## config.mk

```make
export PLATFORM = sky130hd
export DESIGN_NAME = pclk_div_search
export DESIGN_NICKNAME = d
export VERILOG_FILES = /design/src/rtl/pclk_search_pkg.sv /design/src/rtl/pcs_rdiv.sv /design/src/rtl/pcs_best.sv /design/src/rtl/pclk_div_search.sv
export SDC_FILE = /design/constraint.sdc
export NUM_CORES = 1
export LEC_CHECK = 0
export BUFFER_PORTS_ARGS = -buffer_cell sky130_fd_sc_hd__buf_2
export CAP_MARGIN = 30
export CORE_AREA = 2 2 193 195
export CTS_CLUSTER_DIAMETER = 150
export DETAILED_ROUTE_END_ITERATION = 10
export DIE_AREA = 0 0 195 197
export HOLD_SLACK_MARGIN = 0.02
export PLACE_DENSITY_LB_ADDON = 0.2
export SLEW_MARGIN = 20
export SYNTH_ARGS = -nofsm -noshare
export SYNTH_HDL_FRONTEND = slang
export SYNTH_SLANG_ARGS = --single-unit
```

## constraint.sdc

```tcl
create_clock -name clk -period 8 [get_ports clk]
set_input_delay 2.4 -clock clk [delete_from_list [all_inputs] [get_ports clk]]
set_output_delay 2.4 -clock clk [all_outputs]
set_load 0.02 [all_outputs]
```

## src/rtl/pclk_search_pkg.sv

```systemverilog
package pclk_search_pkg;

  typedef enum logic [2:0] {
    ST_IDLE, ST_LN, ST_WN, ST_LV, ST_WV, ST_ADV
  } srch_state_e;

  // multiplier usable when lo <= q <= hi
  function automatic logic n_in_range(input logic [31:0] q,
                                      input int unsigned lo,
                                      input int unsigned hi);
    return (q >= lo) && (q <= hi);
  endfunction

  // PLL output in kHz for a given multiplier
  function automatic logic [31:0] pll_of(input logic [31:0] n,
                                         input int unsigned ref_khz);
    return n * ref_khz;
  endfunction

endpackage

```

## src/rtl/pcs_rdiv.sv

```systemverilog
module pcs_rdiv #(
  parameter int DVD_W = 24,
  parameter int DSR_W = 13
) (
  input  logic             clk,
  input  logic             rst_n,
  input  logic             start,
  input  logic [DVD_W-1:0] dividend,
  input  logic [DSR_W-1:0] divisor,
  output logic             done,
  output logic [DVD_W-1:0] quotient,
  output logic [DSR_W-1:0] remainder
);
  localparam int CNT_W = $clog2(DVD_W + 1);
  localparam int PW    = DVD_W + DSR_W + 1;

  logic [DVD_W-1:0] q_r, dvd_l;
  logic [DSR_W-1:0] rem_r, dsr_l;
  logic [CNT_W-1:0] cnt;
  logic             run;
  logic [DSR_W:0]   acc, acc_sub;
  logic             fits;
  logic [DSR_W-1:0] rem_nx;

  always_comb begin
    acc     = {rem_r, q_r[DVD_W-1]};
    acc_sub = acc - {1'b0, dsr_l};
    fits    = acc >= {1'b0, dsr_l};
    rem_nx  = fits ? acc_sub[DSR_W-1:0] : acc[DSR_W-1:0];
  end

  always_ff @(posedge clk) begin
    if (!rst_n) begin
      q_r <= '0; dvd_l <= '0; rem_r <= '0; dsr_l <= '0;
      cnt <= '0; run <= 1'b0; done <= 1'b0;
    end else if (start) begin
      q_r   <= dividend;
      dvd_l <= dividend;
      dsr_l <= divisor;
      rem_r <= '0;
      cnt   <= CNT_W'(DVD_W);
      run   <= 1'b1;
      done  <= 1'b0;
    end else if (run) begin
      q_r   <= {q_r[DVD_W-2:0], fits};
      rem_r <= rem_nx;
      cnt   <= cnt - 1'b1;
      if (cnt == CNT_W'(1)) begin
        run  <= 1'b0;
        done <= 1'b1;
      end
    end else begin
      done <= 1'b0;
    end
  end

  assign quotient  = q_r;
  assign remainder = rem_r;


  div_exact_chk: assert property (@(posedge clk) disable iff (!rst_n)
    done |-> ((PW'(quotient) * PW'(dsr_l) + PW'(remainder) == PW'(dvd_l))
              && (remainder < dsr_l)));

endmodule

```

## src/rtl/pcs_best.sv

```systemverilog
module pcs_best #(
  parameter int          N_W       = 7,
  parameter int          M_W       = 4,
  parameter int          DIFF_W    = 28,
  parameter logic [63:0] DIFF_INIT = 64'h0FFF_FFFF
) (
  input  logic              clk,
  input  logic              rst_n,
  input  logic              clear,
  input  logic              offer,
  input  logic [N_W-1:0]    c_n,
  input  logic [M_W-1:0]    c_m,
  input  logic              c_dbl,
  input  logic [DIFF_W-1:0] c_diff,
  output logic [N_W-1:0]    b_n,
  output logic [M_W-1:0]    b_m,
  output logic              b_dbl
);
  logic [DIFF_W-1:0] b_diff;
  logic              take;

  assign take = offer && (c_diff < b_diff);

  always_ff @(posedge clk) begin
    if (!rst_n || clear) begin
      b_n <= '0; b_m <= '0; b_dbl <= 1'b0;
      b_diff <= DIFF_W'(DIFF_INIT);
    end else if (take) begin
      b_n <= c_n; b_m <= c_m; b_dbl <= c_dbl;
      b_diff <= c_diff;
    end
  end


  best_mono_chk: assert property (@(posedge clk) disable iff (!rst_n)
    !clear |=> b_diff <= $past(b_diff));


  tie_keep_chk: assert property (@(posedge clk) disable iff (!rst_n)
    (offer && !clear && c_diff == b_diff) |=> $stable({b_n, b_m, b_dbl}));

endmodule

```

## src/rtl/pclk_div_search.sv

```systemverilog
module pclk_div_search
  import pclk_search_pkg::*;
#(
  parameter int DOT_W   = 20,
  parameter int M_MAX   = 15,
  parameter int N_MIN   = 9,
  parameter int N_MAX   = 127,
  parameter int REF_KHZ = 3000
) (
  input  logic                                   clk,
  input  logic                                   rst_n,
  input  logic                                   start,
  input  logic [DOT_W-1:0]                       dot_khz,
  output logic                                   busy,
  output logic                                   done,
  output logic [$clog2(N_MAX+1)-1:0]             best_n,
  output logic [$clog2(M_MAX+1)-1:0]             best_m,
  output logic                                   best_double,
  output logic [$clog2(N_MAX*REF_KHZ+1)-1:0]     pll_khz
);
  localparam int M_W    = $clog2(M_MAX + 1);
  localparam int N_W    = $clog2(N_MAX + 1);
  localparam int PLL_W  = $clog2(N_MAX * REF_KHZ + 1);
  localparam int PROD_W = DOT_W + M_W;
  localparam int REF2   = 2 * REF_KHZ;
  localparam int REF_W  = $clog2(REF2 + 1);
  localparam int DSR_W  = (REF_W > M_W) ? REF_W : M_W;
  localparam int DIFF_W = (DOT_W + 1 > 28) ? DOT_W + 1 : 28;

  srch_state_e       state;
  logic [DOT_W-1:0]  dot_l;
  logic [M_W-1:0]    m_r;
  logic              dbl_r;
  logic [N_W-1:0]    n_r;

  logic              div_start, div_done;
  logic [PROD_W-1:0] div_dvd, div_q;
  logic [DSR_W-1:0]  div_dsr, div_rem, ref_sel;
  logic              n_ok, clear, offer, last;
  logic [DIFF_W-1:0] diff;

  assign ref_sel   = dbl_r ? DSR_W'(REF2) : DSR_W'(REF_KHZ);
  assign div_start = (state == ST_LN) || (state == ST_LV);
  assign n_ok      = n_in_range(32'(div_q), N_MIN, N_MAX);
  assign diff      = DIFF_W'(dot_l) - DIFF_W'(div_q);
  assign clear     = (state == ST_IDLE) && start;
  assign offer     = (state == ST_WV) && div_done;
  assign last      = (m_r == M_W'(1)) && (dbl_r || !m_r[0]);
  assign busy      = (state != ST_IDLE);

  always_comb begin
    if (state == ST_LV) begin
      div_dvd = PROD_W'(ref_sel) * PROD_W'(n_r);
      div_dsr = DSR_W'(m_r);
    end else begin
      div_dvd = PROD_W'(m_r) * PROD_W'(dot_l);
      div_dsr = ref_sel;
    end
  end

  pcs_rdiv #(.DVD_W(PROD_W), .DSR_W(DSR_W)) div_u (
    .clk(clk), .rst_n(rst_n), .start(div_start),
    .dividend(div_dvd), .divisor(div_dsr),
    .done(div_done), .quotient(div_q), .remainder(div_rem)
  );

  pcs_best #(.N_W(N_W), .M_W(M_W), .DIFF_W(DIFF_W)) best_u (
    .clk(clk), .rst_n(rst_n), .clear(clear), .offer(offer),
    .c_n(n_r), .c_m(m_r), .c_dbl(dbl_r), .c_diff(diff),
    .b_n(best_n), .b_m(best_m), .b_dbl(best_double)
  );

  always_ff @(posedge clk) begin
    if (!rst_n) begin
      state <= ST_IDLE; dot_l <= '0; m_r <= '0; dbl_r <= 1'b0;
      n_r <= '0; done <= 1'b0;
    end else begin
      done <= 1'b0;
      unique case (state)
        ST_IDLE: if (start) begin
          dot_l <= dot_khz;
          m_r   <= M_W'(M_MAX);
          dbl_r <= 1'b0;
          state <= ST_LN;
        end
        ST_LN: state <= ST_WN;
        ST_WN: if (div_done) begin
          if (n_ok) begin
            n_r   <= div_q[N_W-1:0];
            state <= ST_LV;
          end else begin
            state <= ST_ADV;
          end
        end
        ST_LV: state <= ST_WV;
        ST_WV: if (div_done) state <= ST_ADV;
        ST_ADV: begin
          if (last) begin
            state <= ST_IDLE;
            done  <= 1'b1;
          end else if (!dbl_r && m_r[0]) begin
            dbl_r <= 1'b1;
            state <= ST_LN;
          end else begin
            m_r   <= m_r - 1'b1;
            dbl_r <= 1'b0;
            state <= ST_LN;
          end
        end
        default: state <= ST_IDLE;
      endcase
    end
  end

  assign pll_khz = PLL_W'(pll_of(32'(best_n), REF_KHZ));


  done_pulse_chk: assert property (@(posedge clk) disable iff (!rst_n)
    done |=> !done);


  done_idle_chk: assert property (@(posedge clk) disable iff (!rst_n)
    done |-> !busy);


  start_busy_chk: assert property (@(posedge clk) disable iff (!rst_n)
    (start && !busy) |=> busy);


  dbl_odd_chk: assert property (@(posedge clk) disable iff (!rst_n)
    (offer && dbl_r) |-> m_r[0]);


  n_range_chk: assert property (@(posedge clk) disable iff (!rst_n)
    (best_n == '0) || (best_n >= N_W'(N_MIN) && best_n <= N_W'(N_MAX)));

endmodule

```

==> flow_summary.json <==
{
  "multi_input_area_mm2": 0.00905,
  "grt_pass1_wl_mm": 52.9,
  "drtAntennaViolNets": 0,
  "critPathArrivalTime_ns": 4.95,
  "final_core_util_pct": 38.3,
  "first_pass_iters": 4,
  "nets": 1836,
  "io_buffers": 52,
  "power.net_switching_mw": 1.32,
  "avgSynthCellArea_um2": 8.16,
  "grt_max_degree": 54,
  "pre_cts_ws_ns": 1.11,
  "layout_setup_ws_ns": 0.655,
  "synth_edf_count": 0,
  "place_congestion": 0.849,
  "drc": 0,
  "setup_viol": 0,
  "seqCellArea_mm2": 0.00248,
  "yosysMostFrequentCell": "inv_1",
  "cts_tree": "built",
  "cp_max_fo": 6,
  "fp.dieH_um": 197,
  "p_total_mw": 3.12,
  "synth_top_area_share_pct": 19.7,
  "ios": 56,
  "r2r-start": "dbl_r",
  "routedWlPerCell_um": 15.5,
  "p_leak_nw": 6.87,
  "path_class": "register to output port",
  "syn_inst": 1544,
  "intPower_mw": 1.80,
  "slew_viol_final": 0,
  "ys_ff_latch": 124,
  "overflow": 0,
  "die_area_mm2": 0.0384,
  "syn_to_final_growth_pct": 10.1,
  "die_x_um": 195,
  "placed_area_mm2": 0.0133,
  "relSlewSlack_pct": 38.3,
  "clkPwrFrac_pct": 26.6,
  "finalHoldViolations": 0,
  "cap_violations": 0,
  "yosysWarnings": 0,
  "start_util_pct": 34.8,
  "cp-start-kind": "register",
  "hp-start": "div_u.dsr_l[0]",
  "clkSlewWorstSetupHoldPaths_ns": 0.06,
  "fin_tns_setup_ns": 0,
  "ctsLongestPathBuffers": 2,
  "cts.sinks": 124,
  "viasPerCell": 5.01,
  "ir_worst_vdd_v": 0.000157,
  "synth_ff_type": "dfxtp_1",
  "synthesis.area_mm2": 0.0126,
  "antenna_found_initial": 0,
  "worst_hold_path_type": "register to register",
  "startpoint": "best_u.b_n[5]",
  "rows": 70,
  "layout_min_cycle_time_ns": 7.35,
  "post_cts_resized": 0,
  "num_antenna_cells": 0,
  "required_ns": 5.60,
  "synth.area.top_cells": "dfxtp_1, ha_1, fa_1",
  "cts_setup_buffers": 0,
  "h-tree-depth": 4,
  "drt-total-wl_mm": 31.6,
  "grt.total_usage_pct": 17.2,
  "fin_skew_ns": 0.0197,
  "numCtsBuffers": 17,
  "fp.coreArea_mm2": 0.0363,
  "nFillCells": 3851,
  "power_frac_seq_pct": 25.6,
  "num_vias": 10254,
  "async_flop_share_pct": 0,
  "worst_slew_pin_slew_ns": 0.923,
  "ys_seq_area_share_pct": 19.7,
  "power_switching_share_pct": 42.4,
  "fin_area_mm2": 0.0139,
  "combPwrFrac_pct": 47.8,
  "drtIter0Drc": 563,
  "first_global_vias": 10087,
  "clock_latency_ns": 0.44,
  "root_buffer": "clkbuf_16",
  "outcome": "completed",
  "crit_path_end_kind": "output port",
  "synth_common_cells": "inv_1, nand2_1, ha_1",
  "fmax_mhz": 136,
  "dp_hpwl_mm": 24.8,
  "holdBufCountCts": 0,
  "yosys.area.top_type": "dfxtp_1",
  "fin_crit_sh_pct": 91.8,
  "rsz0062_at_grt": "no",
  "synth_cell_types": 73,
  "pwr_density_cell_mw_per_mm2": 225,
  "layout-drive-gt1-share_pct": 7.60
}
==> stage by stage <==
step / hold slack [ns] / std cells
after floorplan: 0.432 / 1547
after global placement: 0.446 / 2014
final: 0.455 / 2046
after detailed placement: 0.452 / 2014
after global routing: 0.474 / 2046
after CTS: 0.460 / 2046
==> power by group through the flow <==
stage	Sequential, mW	Combinational [mW]	Clock (mW)
finish	0.797	1.49	0.830
global route	0.812	1.68	0.877
CTS	0.798	1.50	0.850
detailed placement	0.811	1.49	0
global placement	0.811	1.48	0
floorplan	0.750	1.21	0
==> kinds of logic (layout without fill, tap and decap cells) <==
kind of cell	after synthesis	count (layout)	synth area share (%)
AOI/OAI and AO/OA	321	321	16.3
xor gates and xnor gates	75	75	5.21
adders and majority gates	248	248	29.8
buffers and inverters	276	307	8.62
DFF	124	124	19.7
muxes	44	44	3.57
other	2	5	0.0596
and+or+nand+nor	454	454	16.7
==> layout make-up <==
class                   instances  share of cell area, %
flip-flops and latches        124                   17.9
inverters                     210                   5.68
well taps                     468                   4.22
clock buffers                  19                   3.26
repair buffers                 65                   2.58
clock inverters                13                   1.19
multi-input cells            1147                   65.2
==> flip-flops by register name, summed over array words and instances, names as in the netlist, 5 cells and up <==
register and flops:
div_u.quotient 24, div_u.dsr_l 7, div_u.cnt 5, n_r 7
div_u.remainder 13, best_u.b_diff 25, dot_l 20, best_u.b_n 7
==> layer usage <==
| layer | vias up | share of wire (%) | global-route usage, % |
|---|---|---|---|
| met3 | 26 | 2.8 | 2.53 |
| li1 | 5234 | - | - |
| met4 | 0 | 1.2 | 3.85 |
| met2 | 155 | 46 | 28.6 |
| met5 | - | 0 | 0 |
| met1 | 4839 | 50 | 23.7 |
==> critical path, cell delays in order (launching register included) <==
cell      delay, ns
dfxtp_1        0.47
fa_1           0.50
fa_1           0.52
inv_1          0.06
fa_1           0.49
inv_1          0.05
fa_1           0.45
ha_1           0.34
a21oi_1        0.22
o21bai_1       0.12
a31oi_1        0.24
o21ai_0        0.19
or4_1          0.43
o21ai_0        0.11
xnor2_1        0.14
buf_2          0.18
==> placed cells by master (no fill, tap or decap), types with 4 or more instances in the layout <==
master / count
o21a_1: 9
clkbuf_16: 17
fa_1: 87
a21o_1: 30
clkinvlp_4: 4
nand2b_1: 18
xor2_1: 23
nand3_1: 24
o21bai_1: 7
mux2i_1: 42
ha_1: 161
and3_1: 13
o22ai_1: 5
and2_1: 35
o21ai_1: 4
o21ai_0: 57
nor4_1: 5
xnor2_1: 52
dfxtp_1: 123
buf_4: 13
nand4_1: 12
nor3_1: 34
a21oi_1: 101
inv_1: 209
o31ai_1: 5
nor2b_1: 13
a31oi_1: 17
or2_2: 5
buf_2: 52
a211o_1: 4
nor2_1: 92
o211ai_1: 33
a211oi_1: 12
conb_1: 5
nand2_1: 185
==> final timing paths <==
check | endpoint | slack, ns | cells after the start
max | pll_khz[18] | 0.65 | 15
min | div_u.dsr_l[0] | 0.46 | 2
max reg2reg | div_u.quotient[19] | 2.52 | 17
min reg2reg | div_u.dsr_l[0] | 0.46 | 2
Note: power is estimated with default switching activity, not from simulation.
